## config.mk

```make
export PLATFORM = sky130hd
export DESIGN_NAME = blit_engine
export DESIGN_NICKNAME = d
export VERILOG_FILES = /design/src/rtl/blit_pkg.sv /design/src/rtl/blit_regs.sv /design/src/rtl/blit_walker.sv /design/src/rtl/blit_mix.sv /design/src/rtl/blit_engine.sv
export SDC_FILE = /design/constraint.sdc
export NUM_CORES = 1
export LEC_CHECK = 0
export ABC_AREA = 1
export BUFFER_PORTS_ARGS = -buffer_cell sky130_fd_sc_hd__buf_2
export CAP_MARGIN = 0
export CORE_MARGIN = 1.5
export CORE_UTILIZATION = 55
export DETAILED_ROUTE_END_ITERATION = 7
export GPL_TIMING_DRIVEN = 0
export PLACE_DENSITY = 0.74
export SETUP_SLACK_MARGIN = 0.4
export SLEW_MARGIN = 10
export SYNTH_ARGS = -nofsm -noshare
export SYNTH_HDL_FRONTEND = slang
export SYNTH_HIERARCHICAL = 1
export SYNTH_SLANG_ARGS = --single-unit
```

## constraint.sdc

```tcl
create_clock -name clk -period 3.67 [get_ports clk]
set_input_delay 0.367 -clock clk [delete_from_list [all_inputs] [get_ports clk]]
set_output_delay 0.367 -clock clk [all_outputs]
set_load 0.01 [all_outputs]
```

## src/rtl/blit_pkg.sv

```systemverilog
package blit_pkg;

    localparam int ADDR_W = 22;
    localparam int PIX_W  = 32;
    localparam int CNT_W  = 12;
    localparam int REG_AW = 3;
    localparam int PIX_BYTES = PIX_W / 8;

    localparam logic [REG_AW-1:0] REG_CTRL   = 3'd0;
    localparam logic [REG_AW-1:0] REG_SIZE   = 3'd1;
    localparam logic [REG_AW-1:0] REG_PITCH  = 3'd2;
    localparam logic [REG_AW-1:0] REG_SSTART = 3'd3;
    localparam logic [REG_AW-1:0] REG_DSTART = 3'd4;
    localparam logic [REG_AW-1:0] REG_COLOUR = 3'd5;

    typedef enum logic [1:0] {
        DRAW_ALL   = 2'd0,
        SKIP_FIRST = 2'd1,
        SKIP_LAST  = 2'd2
    } draw_e;

    typedef enum logic [2:0] {
        ST_IDLE,
        ST_PIX,
        ST_SRC,
        ST_DST,
        ST_WR
    } state_e;

    typedef struct packed {
        logic              x_rev;
        logic              y_rev;
        logic [1:0]        draw;
        logic [1:0]        depth;
        logic              s_from_map;
        logic [3:0]        mix;
        logic [CNT_W-1:0]  wm1;
        logic [CNT_W-1:0]  hm1;
        logic [CNT_W-1:0]  src_pitch;
        logic [CNT_W-1:0]  dst_pitch;
        logic [ADDR_W-1:0] src_start;
        logic [ADDR_W-1:0] dst_start;
        logic [PIX_W-1:0]  colour;
    } cfg_t;

    function automatic logic mix_needs_s(input logic [3:0] code);
        return !(code == 4'h0 || code == 4'h5 || code == 4'hA || code == 4'hF);
    endfunction

    function automatic logic mix_needs_d(input logic [3:0] code);
        return !(code == 4'h0 || code == 4'h3 || code == 4'hC || code == 4'hF);
    endfunction

    function automatic logic [PIX_W-1:0] mix_apply(input logic [3:0] code,
                                                   input logic [PIX_W-1:0] s,
                                                   input logic [PIX_W-1:0] d);
        logic [PIX_W-1:0] r;
        case (code)
            4'h0: r = '0;
            4'h1: r = s & d;
            4'h2: r = s & ~d;
            4'h3: r = s;
            4'h4: r = ~s & d;
            4'h5: r = d;
            4'h6: r = s ^ d;
            4'h7: r = s | d;
            4'h8: r = ~s & ~d;
            4'h9: r = s ^ ~d;
            4'hA: r = ~d;
            4'hB: r = s | ~d;
            4'hC: r = ~s;
            4'hD: r = ~s | d;
            4'hE: r = ~s | ~d;
            default: r = '1;
        endcase
        return r;
    endfunction

    function automatic logic [PIX_W-1:0] depth_mask(input logic [1:0] depth);
        logic [PIX_W-1:0] m;
        for (int i = 0; i < PIX_BYTES; i++) begin
            m[8*i +: 8] = (i <= int'(depth)) ? 8'hFF : 8'h00;
        end
        return m;
    endfunction

endpackage

```

## src/rtl/blit_regs.sv

```systemverilog
module blit_regs
    import blit_pkg::*;
#(
    parameter int AW = REG_AW,
    parameter int DW = PIX_W
) (
    input  logic          clk,
    input  logic          rst,
    input  logic          we,
    input  logic [AW-1:0] addr,
    input  logic [DW-1:0] wdata,
    input  logic          busy,
    output cfg_t          cfg,
    output logic          go
);

    localparam int HI_LSB = 16;

    logic accept;
    assign accept = we && !busy;
    assign go     = accept && (addr == REG_CTRL) && wdata[0];

    always_ff @(posedge clk) begin
        if (rst) begin
            cfg <= '0;
        end else if (accept) begin
            case (addr)
                REG_CTRL: begin
                    cfg.x_rev      <= wdata[1];
                    cfg.y_rev      <= wdata[2];
                    cfg.draw       <= wdata[5:4];
                    cfg.depth      <= wdata[9:8];
                    cfg.s_from_map <= wdata[12];
                    cfg.mix        <= wdata[19:16];
                end
                REG_SIZE: begin
                    cfg.wm1 <= wdata[CNT_W-1:0];
                    cfg.hm1 <= wdata[HI_LSB +: CNT_W];
                end
                REG_PITCH: begin
                    cfg.src_pitch <= wdata[CNT_W-1:0];
                    cfg.dst_pitch <= wdata[HI_LSB +: CNT_W];
                end
                REG_SSTART: cfg.src_start <= wdata[ADDR_W-1:0];
                REG_DSTART: cfg.dst_start <= wdata[ADDR_W-1:0];
                REG_COLOUR: cfg.colour    <= wdata;
                default: ;
            endcase
        end
    end

    a_r10_cfg_frozen: assert property (@(posedge clk) disable iff (rst)
        busy && we |=> $stable(cfg));

endmodule

```

## src/rtl/blit_walker.sv

```systemverilog
module blit_walker
    import blit_pkg::*;
#(
    parameter int AW = ADDR_W,
    parameter int CW = CNT_W
) (
    input  logic          clk,
    input  logic          rst,
    input  logic          active,
    input  logic          load,
    input  logic          step,
    input  cfg_t          cfg,
    output logic [AW-1:0] src_addr,
    output logic [AW-1:0] dst_addr,
    output logic          first,
    output logic          last
);

    logic [CW-1:0] xcnt, ycnt;
    logic [AW-1:0] src_row, dst_row;
    logic [AW-1:0] src_row_n, dst_row_n, src_col_n, dst_col_n;
    logic [AW-1:0] pix_step;
    logic          row_end;

    assign pix_step = AW'(cfg.depth) + AW'(1);
    assign row_end  = (xcnt == cfg.wm1);

    assign src_row_n = cfg.y_rev ? src_row - AW'(cfg.src_pitch) : src_row + AW'(cfg.src_pitch);
    assign dst_row_n = cfg.y_rev ? dst_row - AW'(cfg.dst_pitch) : dst_row + AW'(cfg.dst_pitch);
    assign src_col_n = cfg.x_rev ? src_addr - pix_step : src_addr + pix_step;
    assign dst_col_n = cfg.x_rev ? dst_addr - pix_step : dst_addr + pix_step;

    assign first = (xcnt == '0) && (ycnt == '0);
    assign last  = row_end && (ycnt == cfg.hm1);

    always_ff @(posedge clk) begin
        if (rst) begin
            xcnt     <= '0;
            ycnt     <= '0;
            src_row  <= '0;
            dst_row  <= '0;
            src_addr <= '0;
            dst_addr <= '0;
        end else if (load) begin
            xcnt     <= '0;
            ycnt     <= '0;
            src_row  <= cfg.src_start;
            dst_row  <= cfg.dst_start;
            src_addr <= cfg.src_start;
            dst_addr <= cfg.dst_start;
        end else if (step) begin
            if (row_end) begin
                xcnt     <= '0;
                ycnt     <= ycnt + CW'(1);
                src_row  <= src_row_n;
                dst_row  <= dst_row_n;
                src_addr <= src_row_n;
                dst_addr <= dst_row_n;
            end else begin
                xcnt     <= xcnt + CW'(1);
                src_addr <= src_col_n;
                dst_addr <= dst_col_n;
            end
        end
    end

    a_r3_count_bound: assert property (@(posedge clk) disable iff (rst)
        active |-> (xcnt <= cfg.wm1) && (ycnt <= cfg.hm1));

    a_r3_no_step_past_end: assert property (@(posedge clk) disable iff (rst)
        step |-> !last);

endmodule

```

## src/rtl/blit_mix.sv

```systemverilog
module blit_mix
    import blit_pkg::*;
#(
    parameter int DW = PIX_W
) (
    input  logic [3:0]    code,
    input  logic [1:0]    depth,
    input  logic [DW-1:0] s_op,
    input  logic [DW-1:0] d_op,
    output logic [DW-1:0] result
);

    assign result = mix_apply(code, s_op, d_op) & depth_mask(depth);

endmodule

```

## src/rtl/blit_engine.sv

```systemverilog
module blit_engine
    import blit_pkg::*;
(
    input  logic              clk,
    input  logic              rst,
    input  logic              cfg_we,
    input  logic [REG_AW-1:0] cfg_addr,
    input  logic [PIX_W-1:0]  cfg_wdata,
    output logic              busy,
    output logic              mem_valid,
    output logic              mem_we,
    output logic [ADDR_W-1:0] mem_addr,
    output logic [1:0]        mem_size,
    output logic [PIX_W-1:0]  mem_wdata,
    input  logic              mem_ready,
    input  logic [PIX_W-1:0]  mem_rdata
);

    cfg_t   cfg;
    logic   go;
    state_e state_q, state_d;
    logic   step, first, last, skip, need_s, need_d;
    logic [ADDR_W-1:0] src_addr, dst_addr;
    logic [PIX_W-1:0]  s_val, d_val, s_op, mix_out;

    assign busy = (state_q != ST_IDLE);

    blit_regs #(.AW(REG_AW), .DW(PIX_W)) u_regs (
        .clk(clk), .rst(rst), .we(cfg_we), .addr(cfg_addr), .wdata(cfg_wdata),
        .busy(busy), .cfg(cfg), .go(go)
    );

    blit_walker #(.AW(ADDR_W), .CW(CNT_W)) u_walk (
        .clk(clk), .rst(rst), .active(busy), .load(go), .step(step), .cfg(cfg),
        .src_addr(src_addr), .dst_addr(dst_addr), .first(first), .last(last)
    );

    assign s_op = cfg.s_from_map ? s_val : cfg.colour;

    blit_mix #(.DW(PIX_W)) u_mix (
        .code(cfg.mix), .depth(cfg.depth), .s_op(s_op), .d_op(d_val), .result(mix_out)
    );

    assign need_s = cfg.s_from_map && mix_needs_s(cfg.mix);
    assign need_d = mix_needs_d(cfg.mix);
    assign skip   = (cfg.draw == SKIP_FIRST && first) || (cfg.draw == SKIP_LAST && last);

    always_comb begin
        state_d   = state_q;
        step      = 1'b0;
        mem_valid = 1'b0;
        mem_we    = 1'b0;
        mem_addr  = dst_addr;
        mem_wdata = '0;
        mem_size  = cfg.depth;
        case (state_q)
            ST_IDLE: if (go) state_d = ST_PIX;
            ST_PIX: begin
                if (skip) begin
                    if (last) state_d = ST_IDLE;
                    else      step    = 1'b1;
                end else if (need_s) state_d = ST_SRC;
                else if (need_d)     state_d = ST_DST;
                else                 state_d = ST_WR;
            end
            ST_SRC: begin
                mem_valid = 1'b1;
                mem_addr  = src_addr;
                if (mem_ready) state_d = need_d ? ST_DST : ST_WR;
            end
            ST_DST: begin
                mem_valid = 1'b1;
                if (mem_ready) state_d = ST_WR;
            end
            ST_WR: begin
                mem_valid = 1'b1;
                mem_we    = 1'b1;
                mem_wdata = mix_out;
                if (mem_ready) begin
                    if (last) state_d = ST_IDLE;
                    else begin
                        step    = 1'b1;
                        state_d = ST_PIX;
                    end
                end
            end
            default: state_d = ST_IDLE;
        endcase
    end

    always_ff @(posedge clk) begin
        if (rst) begin
            state_q <= ST_IDLE;
            s_val   <= '0;
            d_val   <= '0;
        end else begin
            state_q <= state_d;
            if (state_q == ST_SRC && mem_ready) s_val <= mem_rdata;
            if (state_q == ST_DST && mem_ready) d_val <= mem_rdata;
        end
    end

    a_r1_idle_quiet: assert property (@(posedge clk) disable iff (rst)
        !busy |-> !mem_valid);

    a_r9_hold_request: assert property (@(posedge clk) disable iff (rst)
        mem_valid && !mem_ready |=> mem_valid && $stable(mem_addr) && $stable(mem_we)
                                    && $stable(mem_wdata));

    a_r12_upper_zero: assert property (@(posedge clk) disable iff (rst)
        mem_valid && mem_we |-> (mem_wdata & ~depth_mask(mem_size)) == '0);

    a_r2_done_cause: assert property (@(posedge clk) disable iff (rst)
        $fell(busy) |-> ($past(state_q) == ST_WR) || ($past(state_q) == ST_PIX));

endmodule

```

==> impl_metrics.py <==
metrics = {
    "status": {
        "status": "completed",
    },
    "global_route": {
        "grt_max_degree": 21,
        "grt_pass1_wl_mm": 149,
        "grt_pass1_vias": 26292,
        "overflow": 0,
        "grt_usage_pct": 40.4,
        "antenna_found_initial": 0,
    },
    "cts": {
        "ctsHtreeMaxLevel": 2,
        "clkTransAtPathRegs_ns": 0.06,
        "numCtsBuffers": 36,
        "clock_sinks": 314,
        "clk_path_buf_depth": 3,
        "cts_tree": "yes",
        "cts_root_buf": "clkbuf_16",
        "insertion_delay_ns": 0.56,
        "hold_buffers": 0,
    },
    "cells_and_area": {
        "regArea_sq_um": 6310,
        "drive_gt1_share_pct": 10.4,
        "design_area_sq_um": 28700,
        "finalNetCount": 4813,
        "layout.cells.non_filler": 5273,
        "multi_input_area_sq_um": 16800,
        "num_antenna_cells": 0,
        "fillerInstances": 4678,
        "area_growth_pct": 12.4,
    },
    "worst_hold_path": {
        "hold_class": "input pin to flop",
        "hold_path_startpoint": "mem_rdata[4]",
    },
    "worst_setup_path": {
        "path_class": "flop to output pin",
        "crit_chain": "inv_2 -> nand2_4 -> clkbuf_1 -> a21oi_1 -> a21oi_1 -> nor2_1 -> a21oi_1 -> inv_1 -> nor2_1 -> buf_2",
        "startpoint_type": "flop",
        "end_kind": "output pin",
        "r2r_start": "u_regs/cfg[133]$_SDFFE_PP0P_",
        "slowest_stage": "clkbuf_1",
        "crit_family": "buffers and inverters",
        "cp_num_cells": 10,
        "crit_top_cell": "a21oi_1",
        "slowest_delay_ns": 0.66,
        "crit_start": "u_regs/cfg[126]$_SDFFE_PP0P_",
        "arrival_ns": 2.85,
        "rrSetupSlack_ns": 0.53,
        "critPathCapture": "mem_wdata[19]",
        "cp_num_buf_inv": 4,
        "reg2reg_to": "u_walk/dst_addr[18]$_SDFFE_PP0P_",
        "path_max_fanout": 10,
        "rr_worst_depth": 20,
        "cp.required_ns": 3.30,
    },
    "route": {
        "antenna_left": 0,
        "dr.pass1.iters": 6,
        "drc": 0,
        "avgRoutedWirePerCell_um": 18.6,
        "drt_iter0_drc": 3132,
        "num_vias": 29369,
        "avgViaCountPerCell": 5.57,
        "routed_wl_mm": 98.3,
    },
    "synthesis": {
        "syn_nets": 4637,
        "netlist.area_leader.share_pct": 24.6,
        "synthTopCellsByArea": "dfxtp_1 (25%), nand2_1 (22%), nor2_1 (9.5%)",
        "ys_seq_elements": 314,
        "synth_area_sq_um": 25500,
        "syn-instance-count": 4470,
        "synth.largest_area_cell": "dfxtp_1",
        "ys_warn_count": 6,
        "yosysMostFrequentCell": "nand2_1",
        "ys_seq_area_share_pct": 24.6,
        "ys.flop_type": "dfxtp_1",
        "synthDistinctLibCells": 48,
        "synth-async-reset-ratio_pct": 0,
        "synthTopCellsByCount": "nand2_1 (1509), nor2_1 (643), inv_1 (479), nand3_1 (387), dfxtp_1 (314)",
        "synth_edf_count": 0,
        "syn_avg_cell_area_sq_um": 5.71,
    },
    "floorplan": {
        "coreArea_sq_um": 45600,
        "die_h_um": 218,
        "floorplan.initialDensity_pct": 56.0,
        "die_w_um": 218,
        "row_count": 78,
        "io_pins": 130,
        "die-area_sq_um": 47700,
    },
    "flow_run": {
        "max-cap-violations": 0,
    },
    "pwr": {
        "ir_worst_vdd_mv": 0.371,
        "powerDensity_nw_per_um2": 400,
        "p_total_mw": 11.5,
        "leakage_nw": 14.3,
    },
    "timing": {
        "holdWs_ns": 0.0802,
        "finalWorstSetupSlack_ns": 0.450,
        "clock_skew_ns": 0.0299,
        "hold_violations": 0,
        "max_freq_ghz": 0.311,
        "relSlewSlack_pct": 44.1,
        "rsz0062_at_grt": "yes",
        "setup_viol": 0,
        "fin_crit_ns": 3.22,
        "timing.final.crit_share_pct": 87.7,
        "tightest_slew_ns": 0.839,
        "maxSlewViolCount": 0,
    },
    "placed_design": {
        "gp_congestion": 1.01,
        "dpl.hpwl_mm": 76.0,
        "pre_cts_ws_ns": -0.915,
        "port_buffers": 128,
        "dpl_cell_area_sq_um": 26900,
        "dp.cells": 5198,
    },
}
==> power by group <==
group	internal (mW)	switching (mW)	leakage, nW
combinational	1.31	2.78	11.1
sequential	3.55	0.152	2.55
clock	2.13	1.55	0.593
==> worst reg2reg max path: stages, from the launching register on <==
cell	delay [ns]
dfxtp_1	0.33
clkbuf_4	0.24
clkinv_4	0.16
clkbuf_4	0.25
nand2_1	0.11
xor2_1	0.15
inv_1	0.06
ha_1	0.36
nand3_1	0.10
nand2_1	0.22
nand2_1	0.08
nand2_1	0.15
nand2_1	0.10
nand2_1	0.12
nand2_1	0.08
nand2_1	0.06
nand2_1	0.09
nand3_1	0.09
nand3_1	0.14
nand2_1	0.10
inv_1	0.04
==> what timing repair did <==
| action | 4_1_cts | 5_1_grt |
|---|---|---|
| setup buffers | 2 | 8 |
| setup endpoints to repair | 144 | 107 |
| pin swaps | 0 | 11 |
| resized for setup | 56 | 122 |
==> cells by family (layout without fill, tap and decap cells) <==
| group | Yosys count | count (layout) | synth area share [%] |
|---|---|---|---|
| AND/OR/NAND/NOR | 2666 | 2666 | 42.6 |
| AO/OA/AOI/OAI | 551 | 551 | 11.7 |
| buffers and inverters | 698 | 901 | 11.0 |
| adder cells (fa/ha/maj) | 96 | 96 | 4.82 |
| XOR/XNOR | 113 | 113 | 3.88 |
| multiplexers | 32 | 32 | 1.41 |
| flip-flops | 314 | 314 | 24.6 |
==> worst min-delay path by stage <==
stage | depth (start not counted) | to
2_1_floorplan | 2 | u_walk/dst_row[18]$_SDFFE_PP0P_
3_3_place_gp | 2 | u_walk/src_row[19]$_SDFFE_PP0P_
3_5_place_dp | 2 | u_walk/dst_row[18]$_SDFFE_PP0P_
4_1_cts | 3 | s_val[4]$_SDFFE_PP0P_
5_1_grt | 3 | s_val[4]$_SDFFE_PP0P_
6_report | 3 | s_val[4]$_SDFFE_PP0P_
==> state kept, by name, summed over array words and instances (netlist names), 12 cells and up <==
name and count:
u_regs/cfg 135, d_val 32, s_val 32, u_walk/dst_addr 22
u_walk/dst_row 22, u_walk/src_addr 22, u_walk/src_row 22, u_walk/xcnt 12
u_walk/ycnt 12
==> layout by cell type, fill, tap and decap left out, drive strengths merged, types with 2 or more instances in the layout <==
cell and instances:
a211oi 2, a21boi 14, a21oi 278, a22o 4
a22oi 2, a31oi 24, and2 6, buf 238
bufinv 3, clkbuf 143, clkinv 16, clkinvlp 5
dfxtp 314, fa 4, ha 92, inv 496
mux2 32, nand2 1521, nand3 389, nand3b 10
nand4 33, nor2 665, nor3 19, nor4 11
o211ai 21, o21ai 173, o21bai 14, o22ai 6
o31ai 9, or2 10, xnor2 39, xor2 74
==> area by class of cell <==
cell class              instances  share of cell area, %
multi-input cells            3458                   58.4
inverters                     500                   6.64
well taps                     600                   2.62
clock buffers                  45                   3.54
flip-flops and latches        314                   22.0
repair buffers                138                   2.49
plain buffers                 198                   3.66
clock inverters                20                  0.658
==> through the flow <==
| step | util [%] | TNS, ns |
|---|---|---|
| floorplan | - | 0 |
| global placement | 59.1 | -30.66 |
| detailed placement | 59.1 | -29.67 |
| CTS | 62.0 | 0 |
| global route | 63.0 | 0 |
| finish | 63.0 | 0 |
==> routing by layer <==
layer  part of all wire (%)  wire length [um]  GRT usage [%]  vias up
met5                      0                 0              0        -
met4                    7.5              7340           27.6        0
met3                    8.8              8660           5.59      349
met2                     44             43500           65.6     1519
met1                     39             38800           49.5    13016
li1                       -                 -              -    14485
Note: power is estimated with default switching activity, not from simulation.
